--- src/rtl/muart_pkg.sv ---
package muart_pkg;
  localparam int unsigned DEPTH   = 8;
  localparam int unsigned PTR_W   = $clog2(DEPTH);
  localparam int unsigned CNT_W   = PTR_W + 1;
  localparam int unsigned ENTRY_W = 11;
  localparam int unsigned DATA_W  = 32;

  localparam logic [ENTRY_W-1:0] BREAK_CODE = 11'h400;

  localparam int unsigned IDX_ENABLE = 1;
  localparam int unsigned IDX_DATA   = 16;
  localparam int unsigned IDX_IDENT  = 17;
  localparam int unsigned IDX_IEN    = 18;
  localparam int unsigned IDX_LINE   = 21;
  localparam int unsigned IDX_STAT   = 25;

  localparam logic [DATA_W-1:0] IEN_BASE  = 32'h0000_00C0;
  localparam logic [DATA_W-1:0] LINE_BASE = 32'h0000_0060;
  localparam logic [DATA_W-1:0] STAT_BASE = 32'h0000_0302;
  localparam int unsigned       STAT_CNT_LSB = 16;
endpackage

--- src/rtl/muart_rx_queue.sv ---
module muart_rx_queue
  import muart_pkg::*;
#(
  parameter int unsigned DEPTH_P = DEPTH,
  parameter int unsigned WIDTH_P = ENTRY_W
) (
  input  logic                              clk_i,
  input  logic                              rst_ni,
  input  logic                              push_i,
  input  logic [WIDTH_P-1:0]                push_data_i,
  input  logic                              pop_i,
  input  logic                              clr_i,
  output logic [WIDTH_P-1:0]                head_o,
  output logic [$clog2(DEPTH_P):0]          count_o,
  output logic                              not_full_o
);
  localparam int unsigned PW = $clog2(DEPTH_P);
  localparam int unsigned CW = PW + 1;

  logic [WIDTH_P-1:0] mem_q [DEPTH_P];
  logic [PW-1:0]      rd_pos_q;
  logic [CW-1:0]      cnt_q;
  logic [PW-1:0]      wr_slot;
  logic               push_ok, pop_ok;

  assign not_full_o = (cnt_q < CW'(DEPTH_P));
  assign push_ok    = push_i && !clr_i && not_full_o;
  assign pop_ok     = pop_i && !clr_i && (cnt_q != '0);
  assign wr_slot    = rd_pos_q + cnt_q[PW-1:0];
  assign head_o     = mem_q[rd_pos_q];
  assign count_o    = cnt_q;

  for (genvar g = 0; g < DEPTH_P; g++) begin : g_slot
    always_ff @(posedge clk_i or negedge rst_ni) begin
      if (!rst_ni)                              mem_q[g] <= '0;
      else if (push_ok && wr_slot == PW'(g))   mem_q[g] <= push_data_i;
    end
  end

  always_ff @(posedge clk_i or negedge rst_ni) begin
    if (!rst_ni) begin
      rd_pos_q <= '0;
      cnt_q    <= '0;
    end else if (clr_i) begin
      cnt_q <= '0;
    end else begin
      if (pop_ok) rd_pos_q <= rd_pos_q + 1'b1;
      case ({push_ok, pop_ok})
        2'b10:   cnt_q <= cnt_q + 1'b1;
        2'b01:   cnt_q <= cnt_q - 1'b1;
        default: cnt_q <= cnt_q;
      endcase
    end
  end

  p_count_bound_r3: assert property (@(posedge clk_i) disable iff (!rst_ni)
    cnt_q <= CW'(DEPTH_P));
  p_full_drop_r3: assert property (@(posedge clk_i) disable iff (!rst_ni)
    (!not_full_o && !pop_i && !clr_i) |=> (cnt_q == CW'(DEPTH_P)));
  p_empty_read_r4: assert property (@(posedge clk_i) disable iff (!rst_ni)
    (pop_i && cnt_q == '0 && !push_i && !clr_i) |=> ($stable(rd_pos_q) && cnt_q == '0));
  p_clear_r6: assert property (@(posedge clk_i) disable iff (!rst_ni)
    clr_i |=> (cnt_q == '0));
  p_push_pop_r12: assert property (@(posedge clk_i) disable iff (!rst_ni)
    (push_ok && pop_ok) |=> (cnt_q == $past(cnt_q)));
endmodule

--- src/rtl/muart_status.sv ---
module muart_status
  import muart_pkg::*;
(
  input  logic [5:0]         idx_i,
  input  logic [CNT_W-1:0]   count_i,
  input  logic [ENTRY_W-1:0] head_i,
  input  logic               rx_en_i,
  input  logic               tx_en_i,
  output logic [DATA_W-1:0]  rdata_o,
  output logic               irq_o
);
  logic non_empty;
  assign non_empty = (count_i != '0);
  assign irq_o     = (rx_en_i && non_empty) || tx_en_i;

  always_comb begin
    rdata_o = '0;
    case (idx_i)
      6'(IDX_ENABLE): rdata_o = 32'd1;
      6'(IDX_DATA):   rdata_o = DATA_W'(head_i);
      6'(IDX_IDENT):  rdata_o = {30'd0, rx_en_i, tx_en_i};
      6'(IDX_IEN): begin
        rdata_o = IEN_BASE;
        if (tx_en_i)                     rdata_o[0] = 1'b1;
        else if (rx_en_i && non_empty)   rdata_o[1] = 1'b1;
      end
      6'(IDX_LINE):   rdata_o = LINE_BASE | DATA_W'(non_empty);
      6'(IDX_STAT): begin
        rdata_o = STAT_BASE;
        if (non_empty) begin
          rdata_o[0] = 1'b1;
          rdata_o[STAT_CNT_LSB +: CNT_W] = count_i;
        end
      end
      default:        rdata_o = '0;
    endcase
  end
endmodule

--- src/rtl/mini_uart_regs.sv ---
module mini_uart_regs
  import muart_pkg::*;
(
  input  logic              clk_i,
  input  logic              rst_ni,
  input  logic [7:0]        addr_i,
  input  logic              wr_i,
  input  logic              rd_i,
  input  logic [31:0]       wdata_i,
  output logic [31:0]       rdata_o,
  output logic              irq_o,
  output logic [7:0]        tx_data_o,
  output logic              tx_valid_o,
  input  logic [7:0]        rx_data_i,
  input  logic              rx_valid_i,
  input  logic              rx_break_i,
  output logic              rx_ready_o
);
  logic [5:0]         idx;
  logic               rx_en_q, tx_en_q;
  logic [ENTRY_W-1:0] head, push_val;
  logic [CNT_W-1:0]   count;
  logic               wr_data, wr_ident, clr;

  assign idx      = addr_i[7:2];
  assign wr_data  = wr_i && idx == 6'(IDX_DATA);
  assign wr_ident = wr_i && idx == 6'(IDX_IDENT);
  assign clr      = wr_i && idx == 6'(IDX_IEN) && wdata_i[0];
  // break wins over a byte in the same cycle
  assign push_val = rx_break_i ? BREAK_CODE : ENTRY_W'(rx_data_i);

  always_ff @(posedge clk_i or negedge rst_ni) begin
    if (!rst_ni) begin
      rx_en_q    <= 1'b0;
      tx_en_q    <= 1'b0;
      tx_valid_o <= 1'b0;
      tx_data_o  <= '0;
    end else begin
      if (wr_ident) begin
        rx_en_q <= wdata_i[1];
        tx_en_q <= wdata_i[0];
      end
      tx_valid_o <= wr_data;
      if (wr_data) tx_data_o <= wdata_i[7:0];
    end
  end

  muart_rx_queue #(.DEPTH_P(DEPTH), .WIDTH_P(ENTRY_W)) u_queue (
    .clk_i       (clk_i),
    .rst_ni      (rst_ni),
    .push_i      (rx_valid_i || rx_break_i),
    .push_data_i (push_val),
    .pop_i       (rd_i && idx == 6'(IDX_DATA)),
    .clr_i       (clr),
    .head_o      (head),
    .count_o     (count),
    .not_full_o  (rx_ready_o)
  );

  muart_status u_status (
    .idx_i   (idx),
    .count_i (count),
    .head_i  (head),
    .rx_en_i (rx_en_q),
    .tx_en_i (tx_en_q),
    .rdata_o (rdata_o),
    .irq_o   (irq_o)
  );

  p_tx_pulse_r11: assert property (@(posedge clk_i) disable iff (!rst_ni)
    wr_data |=> (tx_valid_o && tx_data_o == $past(wdata_i[7:0])));
  p_tx_single_r11: assert property (@(posedge clk_i) disable iff (!rst_ni)
    (!wr_data) |=> !tx_valid_o);
  p_irq_tx_r9: assert property (@(posedge clk_i) disable iff (!rst_ni)
    tx_en_q |-> irq_o);
  p_irq_idle_r9: assert property (@(posedge clk_i) disable iff (!rst_ni)
    (!tx_en_q && !rx_en_q) |-> !irq_o);
endmodule

--- config.mk ---
export PLATFORM = sky130hd
export DESIGN_NAME = mini_uart_regs
export DESIGN_NICKNAME = d
export VERILOG_FILES = /design/src/rtl/muart_pkg.sv /design/src/rtl/muart_rx_queue.sv /design/src/rtl/muart_status.sv /design/src/rtl/mini_uart_regs.sv
export SDC_FILE = /design/constraint.sdc
export NUM_CORES = 1
export LEC_CHECK = 0
export ABC_CLOCK_PERIOD_IN_PS = 3300
export BUFFER_PORTS_ARGS = -buffer_cell sky130_fd_sc_hd__buf_2
export CORE_MARGIN = 2
export CORE_UTILIZATION = 55
export CTS_CLUSTER_DIAMETER = 30
export DETAILED_ROUTE_END_ITERATION = 12
export PLACE_DENSITY = 0.79
export SYNTH_ARGS = -nofsm -noshare
export SYNTH_HDL_FRONTEND = slang
export SYNTH_SLANG_ARGS = --single-unit
--- constraint.sdc ---
create_clock -name clk_i -period 3.3 [get_ports clk_i]
set_clock_uncertainty 0.05 [all_clocks]
set_input_delay 0.66 -clock clk_i [delete_from_list [all_inputs] [get_ports clk_i]]
set_output_delay 0.66 -clock clk_i [all_outputs]
set_load 0.01 [all_outputs]
* Yosys cells after proc, flatten, opt, wreduce, memory -nomap -nowiden
Index checks and enable logic that the tools add are counted.
Operators by class: add/subtract/negate cells 4, $lt $le $gt $ge 2, equality and inequality tests 15, muxes and demuxes 12, bitwise logic cells 2, reductions and logical operators 25
Operator list (count):
- $pmux 20 s6 | 1
- $bmux 11 s3 | 1
- $mux 11 | 3
- $eq 6x5->1 const B | 5
- $logic_and 1x1->1 | 18
- $eq 3x3->1 const B | 4
- $mux 4 | 2
- $pmux 4 s2 | 1
- $eq 3x2->1 const B | 2
- $eq 6x1->1 const B | 1
- $add 4x1->4 const B | 1
- $ge 4x4->1 const B | 1
- $lt 4x4->1 const B | 1
- $mux 1 | 4
- $not 3->4 | 1
- $reduce_bool 4->1 | 1
- $sub 4x1->4 const B | 1
- $add 3x1->3 const B | 1
- $add 3x3->3 | 1
- $eq 3x1->1 const B | 1
- $logic_not 3->1 | 1
- $reduce_bool 3->1 | 1
- $eq 2x1->1 const B | 1
- $eq 2x2->1 const B | 1
- other kinds (4) | 5
Storage, ports and cells: bits in registers 106, input port bits 54, word-level logic and storage cells 74

* Logic depth before layout (Yosys ltp)
depth in word-level cells 9, gate-level depth with buffers 10

* Modules after synthesis
A second synthesis with hierarchy kept.
Second synthesis, totals: cells, all modules 387, area total of the unflattened synthesis 5581.6 µm²
Modules (own cells, without submodules):
- muart_rx_queue | instances 1, cells each 293, area each 4643.2 µm², sequential area each 2377.3 µm²
- mini_uart_regs | instances 1, cells each 39, area each 534.3 µm², sequential area each 275.3 µm²
- muart_status | instances 1, cells each 55, area each 404.1 µm², sequential area each 0.0 µm²

* Least setup slack after synthesis
Ideal clock, no wire load.
kind register to register, start reg u_queue.cnt_q[0] (netlist: u_queue.count_o[0]), end reg u_queue.mem_q[0] in the netlist's numbering, setup time 0.125 ns, arrival time 2.515 ns, setup slack 0.610 ns, cell stages (with the launch flop) 7, buffers on the path 1, clock period less this slack 2.690 ns, path through dfrtp_1 -> ha_1 -> fa_1 -> clkbuf_1 -> inv_1 -> nor4b_4 -> mux2_2
On the way: longest elaborated chain between the ends 3
RTL lines:
- start: declaration | RTL line muart_rx_queue.sv:22 | logic [CW-1:0] cnt_q;
- start signal: assignment | RTL line muart_rx_queue.sv:49 | 2'b10: cnt_q <= cnt_q + 1'b1;
- start signal: assignment | RTL line muart_rx_queue.sv:50 | 2'b01: cnt_q <= cnt_q - 1'b1;
- start signal: assignment | RTL line muart_rx_queue.sv:51 | default: cnt_q <= cnt_q;
- $add 3x3->3 or $lt 4x4->1 (tied branches) | RTL line muart_rx_queue.sv:29, muart_rx_queue.sv:26
- $eq 3x3->1 or $logic_and 1x1->1 (tied branches) | RTL line muart_rx_queue.sv:36, muart_rx_queue.sv:27
- $logic_and 1x1->1 * | RTL line muart_rx_queue.sv:36 | else if (push_ok && wr_slot == PW'(g)) mem_q[g] <= push_data_i;
- end signal: indexed assignment | RTL line muart_rx_queue.sv:36
- end: declaration | RTL line muart_rx_queue.sv:20 | logic [WIDTH_P-1:0] mem_q [DEPTH_P];
Every way passes the cells marked *; elsewhere a longest branch is shown, timed or not. A chain may end at the register's enable or synchronous reset.

* Worst setup path in the final report
start reg u_queue.rd_pos_q[0], end out rdata_o[1]
On the way: longest elaborated chain between the ends 5
RTL lines:
- start: declaration | RTL line muart_rx_queue.sv:21 | logic [PW-1:0] rd_pos_q;
- start signal: assignment | RTL line muart_rx_queue.sv:47 | if (pop_ok) rd_pos_q <= rd_pos_q + 1'b1;
- $not 3->4 (not written as such) | RTL line muart_rx_queue.sv:30 | assign head_o = mem_q[rd_pos_q];
- $bmux 11 s3 | RTL line muart_rx_queue.sv:30
- $mux 11 (not written as such) (2 in a row) | RTL line muart_rx_queue.sv:30
- $pmux 20 s6 | RTL line muart_status.sv:18 | case (idx_i)
- end: declaration | RTL line mini_uart_regs.sv:10 | output logic [31:0] rdata_o,
No other way between the ends. The select of a mux whose other input is x is not followed.

==> impl_summary.md <==
Worst setup path
The arrival time at the worst endpoint is roughly 2.4 ns. The cell with the largest stage delay on the worst path is dfrtp_1. The family with the most delay on the worst path is multiplexers. The sort of element at the end of the critical path is a primary output.

The largest fanout of any net on the critical path is 6. Walking the worst path, the cells encountered are mux4_2 -> mux2i_1 -> nor2_1 -> or4_1 -> buf_2. The worst setup path is launched from a flop. In this design, the stage delay of the slowest critical-path cell is 0.57 ns. The worst path required time is 2.59 ns. The setup path with the least slack is of type reg2out.

Together, buffers and inverters on the worst path number 1.

Timing
The final max-slew violation count is 0. The share of the cycle needed by the critical path after routing is 94.3%. In the final timing run, aggregate negative setup slack is 0 ns. Setup violations remaining at the end of the flow were counted as 0. Headroom to the max-slew limit came out at 25.3%. The worst path needs roughly 3.1 ns of the cycle, external delays included. The worst hold slack after final layout is 0.455 ns. Setup repair after global routing left no endpoint under its margin. The maximum achievable frequency is approximately 320 MHz. The worst-margin pin slew is 1.12 ns.

The number of endpoints with negative hold slack in the final report is 0.

Logic synthesis
The share of synthesized registers carrying an async set or reset is 100%. The cell area after synthesis is around 4700 um2. The average instance in the mapped netlist occupies 13.8 um2. Among all flip-flop cells after synthesis, the most frequent one is dfrtp_1. Synthesis produced roughly 340 cells. In the post-synthesis netlist, the biggest area contributors are dfrtp_1 (48%), mux2_2 (20%), mux4_2 (8.7%). The library cell occupying the most area in the post-synthesis netlist is dfrtp_1.

The sequential-to-total area share from yosys stat is 48.3%. Counting flops with a built-in enable in the synthesized netlist gives 0. The yosys synthesis warning count is 0.

The register bit total from synthesis is 90. The share of the synthesized area in the top cell type is 48.3%. Synthesis instantiated 48 different standard cells from the library.

Cells and area
In the final design database the tool counted 455 nets. Excluding fillers, the count of instances in the completed layout stands at between 500 and 600. The fraction of layout cells with a size suffix above 1 is between 40% and 50%. The number of antenna diodes in the final layout is 0. The count of fill cells added during filler insertion is 646. The final design instance area without fill is approximately 5200 um2. In the final layout, the multi-input gates occupy 2260 um2. Across the whole layout, storage elements account for 2250 um2. The layout-stage area growth over the synthesis result is 11.3%.

Global route
The number of global-route vias before repair came to 2,957. In the global route stage, overall resource usage came out at 21.8%. The number of antenna violations at the first check in global routing is 0. The largest net degree at the start of global routing is 91. The global route total overflow is 0. The first global-routing pass estimated 14,900 um of wire.

Routing
The length of the first detailed-routing pass in iterations is 4. Dividing the detail-routed via count by the number of cells gives approximately 5.7. In the final routed layout, each cell accounts on average for 18.1 um.

The remaining antenna violation count after routing is 0. The final routed wirelength across all metal layers is 9200 um. The DRC violations left is 0.

For this block, the initial DRC count from the detailed router was 91. Detailed routing inserted a total of 2,901 vias.

Floorplan
The initial utilization of the core area, before any placement, comes to approximately 57%. The number of placed I/O pins is 97. The core box area is 8220 um2. The die width is 96.1 um.

The die area is 9230 um2. The number of rows in the core area is 33. The vertical die dimension is a little under 100 um.

Power
In this run the power density over the cells is 764 nW/um2. IR analysis of the VDD net gives a maximum drop of 0.481 mV. The leakage dissipation is 2.44 nW.

Clocking
The cell chosen for the clock root is clkbuf_8. The number of H-tree branching levels is 3. For this design, the sink count on the clock tree is 90. The maximum root-to-sink buffer count is 2. The clock transition at the registers of the reported paths is roughly 0.09 ns. TritonCTS built the clock tree. Clock tree synthesis inserted a total of 9 buffers.

The clock latency of the later-clocked register in the worst-skew pair is ~0.35 ns. The total of hold buffers inserted after clock tree synthesis is 0.

Placement
After detailed placement, the design holds a cell count of 491. The congestion estimate from routability-driven global placement came to 0.826. The number of buffer cells added on primary ports is 53.

In this run the cell area measured after placement is 5010 um2. The HPWL after detailed placement is 6320 um.

Flow run
The max-capacitance violation count is 0.

Run status
The flow ran to the end, and the final reports show no timing, DRC or antenna violations.

Min path
The path class of the tightest hold or removal check is reg2reg.
through the flow:
| stage | util (%) | power (W) | setup slack (ns) |
|---|---|---|---|
| after floorplan | - | 0.00295 | 0.610 |
| after global placement | 60.9 | 0.00322 | 0.447 |
| after detailed placement | 60.9 | 0.00331 | 0.463 |
| after CTS | 63.1 | 0.00399 | 0.0998 |
| after global routing | 63.1 | 0.00422 | 0.0268 |
| final | 63.1 | 0.00396 | 0.190 |
cell usage after synthesis (2+ instances only):
cell	instances
buf_4	18
nand4_2	3
xnor2_1	4
nand4_1	6
inv_1	4
nand2b_1	2
nor2_1	10
dfrtp_1	90
or4_1	2
mux4_2	18
o22ai_1	2
nor3_1	2
nor2b_1	10
a211oi_1	2
ha_1	3
and3_1	3
and2_1	6
mux2i_1	8
buf_2	5
mux2_2	82
nand3_1	8
nor4_1	2
nand2_1	13
clkbuf_1	9
nor4b_4	4
placed cells by master (no fill, tap or decap), types with 2 or more instances in the layout:
cell	instances
nand2b_1	2
buf_4	11
dfrtp_1	90
inv_6	2
and2_1	6
nor4b_4	4
clkinvlp_4	2
and3_1	3
or4_1	2
nor2b_1	10
xnor2_1	4
nand3_1	8
nor2_1	10
nand4_1	6
mux2_2	82
o22ai_1	2
nor4_1	2
buf_2	52
nor3_1	2
inv_1	4
conb_1	17
mux2i_1	8
a211oi_1	2
mux4_2	18
ha_1	3
nand4_2	3
nand2_1	13
clkbuf_8	10
final timing paths:
| check | startpoint | endpoint | slack [ns] | depth (start not counted) |
|---|---|---|---|---|
| setup / recovery | u_queue.rd_pos_q[0] | rdata_o[1] | 0.19 | 5 |
| hold reg to reg | u_queue.mem_q[32] | u_queue.mem_q[32] | 0.46 | 1 |
| max in group asynchronous | rst_ni | tx_data_o[4] | 2.03 | 1 |
| setup reg to reg | u_queue.rd_pos_q[0] | u_queue.mem_q[39] | 0.49 | 6 |
| min in group asynchronous | rst_ni | u_queue.mem_q[56] | 0.47 | 1 |
| hold / removal | u_queue.mem_q[32] | u_queue.mem_q[32] | 0.46 | 1 |
cell families after synthesis:
family	synth area share (%)
other cells	0.0804
fa+ha+maj	1.23
xor+xnor	1.74
flops	48.3
buf+inv	4.56
compound gates	2.44
mux	30.5
simple gates	11.2
flip-flops by register name, indices dropped and copies added, names as in the netlist:
register,cells
tx_valid_o,1
u_queue.mem_q,72
u_queue.rd_pos_q,3
rx_en_q,1
tx_data_o,8
tx_en_q,1
u_queue.count_o,4
metal layers:
metal  part of all wire (%)  GRT usage (%)  vias up
met4                    1.3           5.60        0
li1                       -              -     1331
met5                      0              0        -
met3                    6.4           5.25       14
met1                     44           29.6     1462
met2                     48           35.6       94
where the power goes:
| group | total [W] | switching (W) | internal (W) |
|---|---|---|---|
| clock network | 0.000684 | 0.000386 | 0.000299 |
| logic | 0.00147 | 0.000632 | 0.000842 |
| registers | 0.00180 | 0.000266 | 0.00154 |
| total | 0.00396 | 0.00128 | 0.00268 |
repair_timing:
action	CTS	global route
buffers inserted	0	0
gates resized for setup	0	1
endpoints found under the setup margin	0	1
cell type report:
cell class	count	area share, %
flip-flops and latches	90	43.4
multi-input cells	228	43.5
clock inverters	5	0.723
inverters	4	0.289
repair buffers	64	6.82
well taps	105	2.53
clock buffers	11	2.72
Power figures use the tool's default switching activity.
